**config.mk**
```make
export PLATFORM = sky130hd
export DESIGN_NAME = adc_cal_sequencer
export DESIGN_NICKNAME = d
export VERILOG_FILES = /design/src/rtl/cal_seq_pkg.sv /design/src/rtl/cal_seq_dp.sv /design/src/rtl/cal_seq_ctrl.sv /design/src/rtl/adc_cal_sequencer.sv
export SDC_FILE = /design/constraint.sdc
export NUM_CORES = 1
export LEC_CHECK = 0
export ABC_CLOCK_PERIOD_IN_PS = 3250
export BUFFER_PORTS_ARGS = -buffer_cell sky130_fd_sc_hd__buf_2
export CAP_MARGIN = 25
export CORE_MARGIN = 8
export CORE_UTILIZATION = 40
export DETAILED_ROUTE_END_ITERATION = 8
export HOLD_SLACK_MARGIN = 0.1
export PLACE_DENSITY = 0.66
export SLEW_MARGIN = 5
export SYNTH_ARGS = -nofsm -noshare
export SYNTH_HDL_FRONTEND = slang
export SYNTH_SLANG_ARGS = --single-unit
export TNS_END_PERCENT = 5
```
**constraint.sdc**
```tcl
create_clock -name clk -period 3.25 [get_ports clk]
set_input_delay 0.65 -clock clk [delete_from_list [all_inputs] [get_ports clk]]
set_output_delay 0.65 -clock clk [all_outputs]
set_load 0.01 [all_outputs]
```
**src/rtl/cal_seq_pkg.sv**
```systemverilog
package cal_seq_pkg;

  typedef enum logic [1:0] {
    KIND_SYS_GAIN = 2'b00,
    KIND_SELF     = 2'b01,
    KIND_ONE_OFS  = 2'b10,
    KIND_SYS_OFS  = 2'b11
  } calKind_e;

  // strobes from control to datapath
  typedef struct packed {
    logic load;
    logic clear;
  } dpCmd_t;

  // status from datapath to control
  typedef struct packed {
    logic     launch;
    logic     abort;
    logic     lastCycle;
    logic     secondHalf;
    calKind_e kind;
    calKind_e pendKind;
  } dpStat_t;

endpackage

```
**src/rtl/cal_seq_dp.sv**
```systemverilog
module cal_seq_dp
  import cal_seq_pkg::*;
#(
  parameter int MIN_HOLD = 4,
  parameter int SELF_CYC = 3145655,
  parameter int OFS_CYC  = 1052599,
  parameter int GAIN_CYC = 1068813,
  parameter int ONE_CYC  = 2117389
) (
  input  logic       clk,
  input  logic       rstN,
  input  logic       calStrobe,
  input  logic [1:0] calSel,
  input  logic       bipolarSel,
  input  dpCmd_t     cmd,
  output dpStat_t    stat,
  output logic       rangeBip
);

  localparam int MAX_A   = (SELF_CYC > OFS_CYC) ? SELF_CYC : OFS_CYC;
  localparam int MAX_B   = (GAIN_CYC > ONE_CYC) ? GAIN_CYC : ONE_CYC;
  localparam int MAX_LEN = (MAX_A > MAX_B) ? MAX_A : MAX_B;
  localparam int CNT_W   = $clog2(MAX_LEN + 1);
  localparam int HOLD_W  = $clog2(MIN_HOLD + 1);

  logic              strobeQ;
  logic [HOLD_W-1:0] holdCnt;
  calKind_e          pendKind, actKind;
  logic              pendRange, actRange;
  logic [CNT_W-1:0]  remain;
  logic [CNT_W-1:0]  actLen, fullStart;

  function automatic logic [CNT_W-1:0] lenOf(calKind_e k);
    case (k)
      KIND_SELF:    return CNT_W'(SELF_CYC);
      KIND_SYS_OFS: return CNT_W'(OFS_CYC);
      KIND_ONE_OFS: return CNT_W'(ONE_CYC);
      default:      return CNT_W'(GAIN_CYC);
    endcase
  endfunction

  always_ff @(posedge clk) begin
    if (!rstN) begin
      strobeQ   <= 1'b0;
      holdCnt   <= '0;
      pendKind  <= KIND_SELF;
      pendRange <= 1'b0;
    end else begin
      strobeQ <= calStrobe;
      if (!calStrobe) holdCnt <= '0;
      else if (holdCnt != HOLD_W'(MIN_HOLD)) holdCnt <= holdCnt + 1'b1;
      if (calStrobe && !strobeQ) begin
        pendKind  <= calKind_e'(calSel);
        pendRange <= bipolarSel;
      end
    end
  end

  always_ff @(posedge clk) begin
    if (!rstN) begin
      remain   <= '0;
      actKind  <= KIND_SELF;
      actRange <= 1'b0;
    end else if (cmd.clear) begin
      remain <= '0;
    end else if (cmd.load) begin
      remain   <= lenOf(pendKind) - 1'b1;
      actKind  <= pendKind;
      actRange <= pendRange;
    end else if (remain != '0) begin
      remain <= remain - 1'b1;
    end
  end

  always_comb begin
    actLen          = lenOf(actKind);
    fullStart       = actLen - (actLen >> 1);
    stat.launch     = !calStrobe && strobeQ && (holdCnt >= HOLD_W'(MIN_HOLD));
    stat.abort      = calStrobe && (holdCnt >= HOLD_W'(MIN_HOLD - 1));
    stat.lastCycle  = (remain == '0);
    stat.secondHalf = (remain < fullStart);
    stat.kind       = actKind;
    stat.pendKind   = pendKind;
  end

  assign rangeBip = actRange;

endmodule

```
**src/rtl/cal_seq_ctrl.sv**
```systemverilog
module cal_seq_ctrl
  import cal_seq_pkg::*;
(
  input  logic    clk,
  input  logic    rstN,
  input  dpStat_t stat,
  output dpCmd_t  cmd,
  output logic    zeroCapEn,
  output logic    fullCapEn,
  output logic    capFromPin,
  output logic    calBusy,
  output logic    forceZero,
  output logic    forceOnes,
  output logic    seqErr
);

  logic busyQ;
  logic offsetDone;
  logic gainBlocked;

  assign gainBlocked = (stat.pendKind == KIND_SYS_GAIN) && !offsetDone;
  assign cmd.clear   = stat.abort;
  assign cmd.load    = stat.launch && !gainBlocked;

  always_ff @(posedge clk) begin
    if (!rstN) begin
      busyQ      <= 1'b0;
      offsetDone <= 1'b0;
      forceZero  <= 1'b0;
      forceOnes  <= 1'b0;
      seqErr     <= 1'b0;
    end else begin
      forceZero <= 1'b0;
      forceOnes <= 1'b0;
      seqErr    <= 1'b0;
      if (stat.abort) begin
        busyQ <= 1'b0;
      end else if (cmd.load) begin
        busyQ      <= 1'b1;
        offsetDone <= 1'b0;
      end else if (stat.launch) begin
        seqErr <= 1'b1;
      end else if (busyQ && stat.lastCycle) begin
        busyQ      <= 1'b0;
        forceZero  <= (stat.kind == KIND_SYS_OFS) || (stat.kind == KIND_ONE_OFS);
        forceOnes  <= (stat.kind == KIND_SYS_GAIN);
        offsetDone <= (stat.kind == KIND_SYS_OFS);
      end
    end
  end

  always_comb begin
    zeroCapEn  = 1'b0;
    fullCapEn  = 1'b0;
    capFromPin = 1'b0;
    case (stat.kind)
      KIND_SELF: begin
        zeroCapEn = busyQ && !stat.secondHalf;
        fullCapEn = busyQ && stat.secondHalf;
      end
      KIND_SYS_OFS: begin
        zeroCapEn  = busyQ;
        capFromPin = busyQ;
      end
      KIND_SYS_GAIN: begin
        fullCapEn  = busyQ;
        capFromPin = busyQ;
      end
      default: begin
        zeroCapEn  = busyQ && !stat.secondHalf;
        fullCapEn  = busyQ && stat.secondHalf;
        capFromPin = busyQ && !stat.secondHalf;
      end
    endcase
  end

  assign calBusy = busyQ;

endmodule

```
**src/rtl/adc_cal_sequencer.sv**
```systemverilog
module adc_cal_sequencer
  import cal_seq_pkg::*;
#(
  parameter int MIN_HOLD = 4,
  parameter int SELF_CYC = 3145655,
  parameter int OFS_CYC  = 1052599,
  parameter int GAIN_CYC = 1068813,
  parameter int ONE_CYC  = 2117389
) (
  input  logic       clk,
  input  logic       rstN,
  input  logic       calStrobe,
  input  logic [1:0] calSel,
  input  logic       bipolarSel,
  output logic       zeroCapEn,
  output logic       fullCapEn,
  output logic       capFromPin,
  output logic       calBusy,
  output logic       forceZero,
  output logic       forceOnes,
  output logic       seqErr,
  output logic       rangeBip
);

  dpCmd_t  cmd;
  dpStat_t stat;

  cal_seq_dp #(
    .MIN_HOLD(MIN_HOLD), .SELF_CYC(SELF_CYC), .OFS_CYC(OFS_CYC),
    .GAIN_CYC(GAIN_CYC), .ONE_CYC(ONE_CYC)
  ) u_dp (
    .clk(clk), .rstN(rstN), .calStrobe(calStrobe), .calSel(calSel),
    .bipolarSel(bipolarSel), .cmd(cmd), .stat(stat), .rangeBip(rangeBip)
  );

  cal_seq_ctrl u_ctrl (
    .clk(clk), .rstN(rstN), .stat(stat), .cmd(cmd),
    .zeroCapEn(zeroCapEn), .fullCapEn(fullCapEn), .capFromPin(capFromPin),
    .calBusy(calBusy), .forceZero(forceZero), .forceOnes(forceOnes),
    .seqErr(seqErr)
  );

endmodule

```
==> results of run 1 <==
[state kept, by name, summed over array words and instances (netlist names)]
name	count
u_dp.remain	22
u_ctrl.offsetDone	1
u_ctrl.forceZero	1
u_dp.strobeQ	1
u_dp.pendRange	1
u_dp.actKind	2
u_dp.pendKind	2
u_ctrl.seqErr	1
u_dp.rangeBip	1
u_dp.holdCnt	3
u_ctrl.forceOnes	1
u_ctrl.calBusy	1
[cell usage in the layout (no fill, tap or decap), types with 2 or more instances in the layout]
cell type,n
a211oi_1,3
a21boi_0,3
a21o_1,2
a21oi_1,18
a31oi_1,4
and3_1,3
and4_1,2
buf_2,13
buf_4,11
clkbuf_8,7
dfxtp_1,35
dfxtp_4,2
ha_1,31
ha_4,3
inv_1,12
inv_2,2
nand2_1,22
nand2b_1,3
nand3_1,12
nand4_1,7
nor2_1,20
nor2b_1,6
nor3_1,8
nor4_1,4
nor4_2,2
nor4b_1,2
o211ai_1,5
o21ai_0,13
o21ai_1,2
o32ai_1,2
o41ai_1,2
or2_2,2
or3_1,5
or4_1,5
xnor2_1,8
xor2_1,4
[final cells by class]
| class | instances | area, um^2 |
|---|---|---|
| fill | 569 | 2990 |
| multi-input combinational | 228 | 1720 |
| sequential | 37 | 748 |
| timing repair buffer | 26 | 179 |
| clock buffer | 7 | 96.3 |
| tap | 75 | 93.8 |
| inverter | 15 | 58.8 |
| clock inverter | 1 | 5.00 |
[cells by family (layout without fill, tap and decap cells)]
group,after synthesis,count (layout),synth area share
xor+xnor,12,12,0.0434
other cells,1,1,0.00155
simple gates,113,113,0.258
compound gates,66,66,0.172
mux,1,1,0.00413
buf+inv,22,49,0.0341
flops,37,37,0.306
fa+ha+maj,35,35,0.181
[tightest hold or removal path, delay by kind of cell (launching register included)]
| kind | cells | cell delay (ns) |
|---|---|---|
| flops | 1 | 0.31 |
| compound gates | 1 | 0.06 |
| simple gates | 1 | 0.05 |
[stage by stage]
| stage | area [um^2] | setup TNS (ns) | instances |
|---|---|---|---|
| final | 2900 | -0.00988 | 389 |
| after global routing | 2900 | -0.373 | 389 |
| after CTS | 2820 | 0 | 388 |
| after detailed placement | 2630 | -0.0613 | 378 |
| after global placement | 2630 | 0 | 378 |
| after floorplan | 2420 | 0 | 287 |
[path summary, 6_finish.rpt]
check                                                   start                           end  slack, ns
worst min register to register     u_dp.rangeBip$_SDFFE_PN0P_    u_dp.rangeBip$_SDFFE_PN0P_       0.47
worst max-delay path             u_dp.actKind[0]$_SDFFE_PN1P_                     zeroCapEn      -0.01
worst min-delay path               u_dp.rangeBip$_SDFFE_PN0P_    u_dp.rangeBip$_SDFFE_PN0P_       0.47
worst max register to register  u_dp.pendKind[0]$_SDFFE_PN1P_  u_dp.remain[20]$_SDFFE_PP0P_       0.12
[power breakdown]
group | switching, mW | internal (mW) | leakage [nW]
clock | 0.166 | 0.192 | 0.0542
sequential | 0.163 | 0.547 | 0.303
combinational | 0.466 | 0.371 | 0.872
[what timing repair did]
item,in CTS,in global routing
buffers inserted,2,1
endpoints found under the setup margin,3,4
pin swaps,1,9
gates resized for setup,17,15
endpoints found under the hold margin,0,0
[per-layer routing]
layer / global-route usage / vias up
met3: 0.0336 / 7
met5: 0 / -
li1: - / 1123
met4: 0.0449 / 0
met1: 0.196 / 1029
met2: 0.230 / 64
==> impl_metrics.ini, run 1 <==
[synth]
synth-edff-count = 0
synth_top_area_cell = dfxtp_1
ys_types = 46
syn_area_mm2 = 0.00242
synth_area_leaders = dfxtp_1 (31%), ha_1 (18%), a21oi_1 (3.9%)
synth_ff_type = dfxtp_1
synthArstFlopShare = 0
yosysWarnings = 0
ys_ff_latch = 37
synth_common_cells = dfxtp_1 (37), ha_1 (35), nand2_1 (22), nor2_1 (22), a21oi_1 (19)
syn_inst = 287
ys_seq_area_frac = 0.306
synth.most_common_cell = dfxtp_1
syn_nets = 328
post-synth-top-area-fraction = 0.306
syn_avg_cell_area_um2 = 8.44

[clock_tree]
cts_buffers = 5
clockRootBuffer = clkbuf_8
htreeDepth = 2
clock_latency_ns = 0.29
holdBufCountCts = 0
max-clock-path-buffers = 2
clk_pin_slew_ns = 0.07
cts_tree = yes
clock-sinks = 37

[setup_path]
required_ns = 2.60
path_class = reg -> out
cp_top_family = compound AO/OA/AOI/OAI gates
cp_max_fo = 4
start_kind = register
cpMaxStageDelayCell = a2111oi_4
r2r.worst_path.cells = 13
slowest_delay_ns = 0.39
worstSetupPathDepth = 12
cp_common_cell = ha_1
crit_path_end_kind = output port
path_buf_inv = 2
crit_chain = buf_6 -> ha_4 -> nor2_4 -> nor2_2 -> ha_1 -> ha_1 -> o21ai_1 -> o21a_1 -> o21ai_2 -> a2111oi_4 -> a21oi_1 -> buf_2
arrival_ns = 2.61

[floorplanning]
die_h_um = 93.8
die_x_um = 93.8
rows = 28
ioPinCount = 14
fp.coreArea_mm2 = 0.00589
floorplan.initialDensity = 0.411
die_area_mm2 = 0.00880

[finish]
drive_above_1_share = 0.185
utilization = 0.493
layout.nets = 354
area_growth_pct = 19.7
n_antenna_cell = 0

[placed_design]
dp_hpwl_um = 4710
port_buffers = 13
gp_congestion = 0.867
pre_cts_ws_ns = -0.0332

[routing]
wl_per_cell_um = 15.7
wirelength_um = 6100
topRoutingLayerUsed = met4
drt_iter0_markers = 227
drc = 0
wl_met2_um = 2700
vias = 2223
dr.pass1.iters = 4
vias_per_cell = 5.71
m1WireLength_um = 3000
drtAntennaViolNets = 0
met3_length_um = 318

[global_routing]
grt_max_degree = 16
grt_overflow = 0
antenna_found_initial = 0
grt_pass1_vias = 2151
grtUsageTotal = 0.148
grt_pass1_wl_um = 10400

[timing]
finalCritPeriodShare = 1.00
setup_ws_ns = -0.00988
maxSlewViolCount = 0
max_slew_margin = 0.473
setup_viol = 1
fmax_mhz = 307
grt_setup_unrepaired = true
worst_pin_slew_ns = 0.780
fin_hold_ws_ns = 0.467
fin_crit_ns = 3.26
finalHoldViolCount = 0
fin_skew_ns = 0.00251

[hold_path]
hp-class = reg -> reg
min_path_cells = 2

[power_and_ir_drop]
p_leak_nw = 1.23
vdd_ir_drop_max_mv = 0.339
power.density_mw_per_mm2 = 657
finalPower_mw = 1.90

[run_status]
status = complete, but fails checks
violations = setup timing

[job]
cap_violations = 0
Note: power is estimated with default switching activity, not from simulation.
==> run 2: changes to the inputs <==
- PLACE_DENSITY: 0.66 -> 0.57
==> run 2 against run 1 <==
Clock skew increased by 0.0082 ns. Register-to-register slack improved by 0.10 ns. Worst hold slack got worse by 0.0012 ns. Clock power increased by 17%. Largest power group unchanged. Via count about the same. The flow now finishes without violations. Largest cell class unchanged. Sequential share of layout area about the same.
==> impl_metrics.ini, run 2 (same netlist as run 1, synthesis figures left out) <==
[clock_tree]
cts_buffers = 5
clockRootBuffer = clkbuf_8
max-clock-path-buffers = 2
clock_latency_ns = 0.30
htreeDepth = 2
clk_pin_slew_ns = 0.08
cts_tree = yes
clock-sinks = 37
holdBufCountCts = 0

[global_routing]
grt_pass1_wl_um = 10500
grt_max_degree = 15
grt_overflow = 0
antenna_found_initial = 0
grtUsageTotal = 0.151
grt_pass1_vias = 2109

[timing]
setup_ws_ns = 0.0314
setup_viol = 0
maxSlewViolCount = 0
fin_skew_ns = 0.0107
fmax_mhz = 311
max_slew_margin = 0.463
worst_pin_slew_ns = 0.798
grt_setup_unrepaired = true
finalHoldViolCount = 0
finalCritPeriodShare = 0.990
fin_hold_ws_ns = 0.466
fin_crit_ns = 3.22

[finish]
final_area_mm2 = 0.00290
final_common_cell = dfxtp_1
largest_reg_flops = 22
top_regs = u_dp.remain x22, u_dp.holdCnt x3
num-fill-cells = 588
drive_above_1_share = 0.194
n_antenna_cell = 0
layout.nets = 355
top_register = u_dp.remain
utilization = 0.493
area_growth_pct = 19.8
final_cell_mix = dfxtp_1 (35), ha_1 (30), nand2_1 (22), nor2_1 (18), a21oi_1 (18)

[setup_path]
arrival_ns = 2.57
start_kind = register
cp_common_cell = ha_1
path_class = reg -> out
slowest_delay_ns = 0.38
cpMaxStageDelayCell = dfxtp_4
required_ns = 2.60
cp_max_fo = 4
crit_chain = inv_4 -> ha_4 -> nor2_4 -> nor2_2 -> ha_1 -> ha_1 -> o21ai_1 -> o21a_1 -> o21ai_2 -> a2111oi_2 -> buf_4 -> a21oi_1 -> buf_2
r2r_setup_slack_ns = 0.22
crit_path_end_kind = output port

[floorplanning]
ioPinCount = 14
floorplan.initialDensity = 0.411
fp.coreArea_mm2 = 0.00589
die_area_mm2 = 0.00880
rows = 28
die_x_um = 93.8
die_h_um = 93.8

[placed_design]
place_area_mm2 = 0.00264
gp_congestion = 0.887
dp_hpwl_um = 4850
pre_cts_ws_ns = 0.0352
port_buffers = 13

[hold_path]
hp-class = reg -> reg

[routing]
dr.pass1.iters = 4
drtAntennaViolNets = 0
wirelength_um = 6480
drt_iter0_markers = 194
wl_per_cell_um = 16.6
drc = 0
vias_per_cell = 5.70
vias = 2222

[run_status]
status = finished, final reports clean

[job]
cap_violations = 0

[power_and_ir_drop]
p_leak_nw = 1.23
vdd_ir_drop_max_mv = 0.279
power.density_mw_per_mm2 = 684
[run 2: timing repair]
action,in CTS,in global routing
setup buffers,3,0
pin swaps,1,5
setup endpoints to repair,3,4
gates resized for setup,11,25
[run 2: final cells by class]
class	count	area, um^2	area share
clock inverters	1	30.0	0.0104
repair buffers	27	170	0.0587
inverters	15	61.3	0.0211
flip-flops and latches	37	748	0.258
multi-input cells	228	1710	0.590
well taps	75	93.8	0.0324
clock buffers	7	86.3	0.0298
[run 2: per-stage QoR]
stage | std cells | power [mW] | setup TNS, ns
final | 390 | 1.98 | 0
after CTS | 390 | 1.97 | -0.118
after floorplan | 287 | 1.30 | 0
after global routing | 390 | 2.11 | -0.154
after global placement | 379 | 1.53 | 0
after detailed placement | 379 | 1.53 | 0
[run 2: final timing paths]
| path | from | endpoint | cells past startpoint |
|---|---|---|---|
| max | u_dp.actKind[1]$_SDFFE_PN0P_ | capFromPin | 13 |
| min | u_dp.rangeBip$_SDFFE_PN0P_ | u_dp.rangeBip$_SDFFE_PN0P_ | 2 |
| max reg2reg | u_dp.pendKind[1]$_SDFFE_PN0P_ | u_dp.remain[20]$_SDFFE_PP0P_ | 13 |
| min reg2reg | u_dp.rangeBip$_SDFFE_PN0P_ | u_dp.rangeBip$_SDFFE_PN0P_ | 2 |
[run 2: critical path, delay by kind of cell, from the launching register on]
kind / cells / cell delay (ns)
compound gates: 5 / 0.66
simple gates: 2 / 0.14
buf+inv: 3 / 0.38
flops: 1 / 0.38
fa+ha+maj: 3 / 0.69
[run 2: where the power goes]
group	internal, mW	switching, mW
clock network	0.250	0.168
logic	0.370	0.487
registers	0.547	0.161
[run 2: per-layer routing]
layer  track usage  up-vias  wire (um)
met2         0.243       73       3000
met1         0.188     1023       2870
met4        0.0740        0        170
met3        0.0304       14        438
li1              -     1112          -
met5             0        -          0
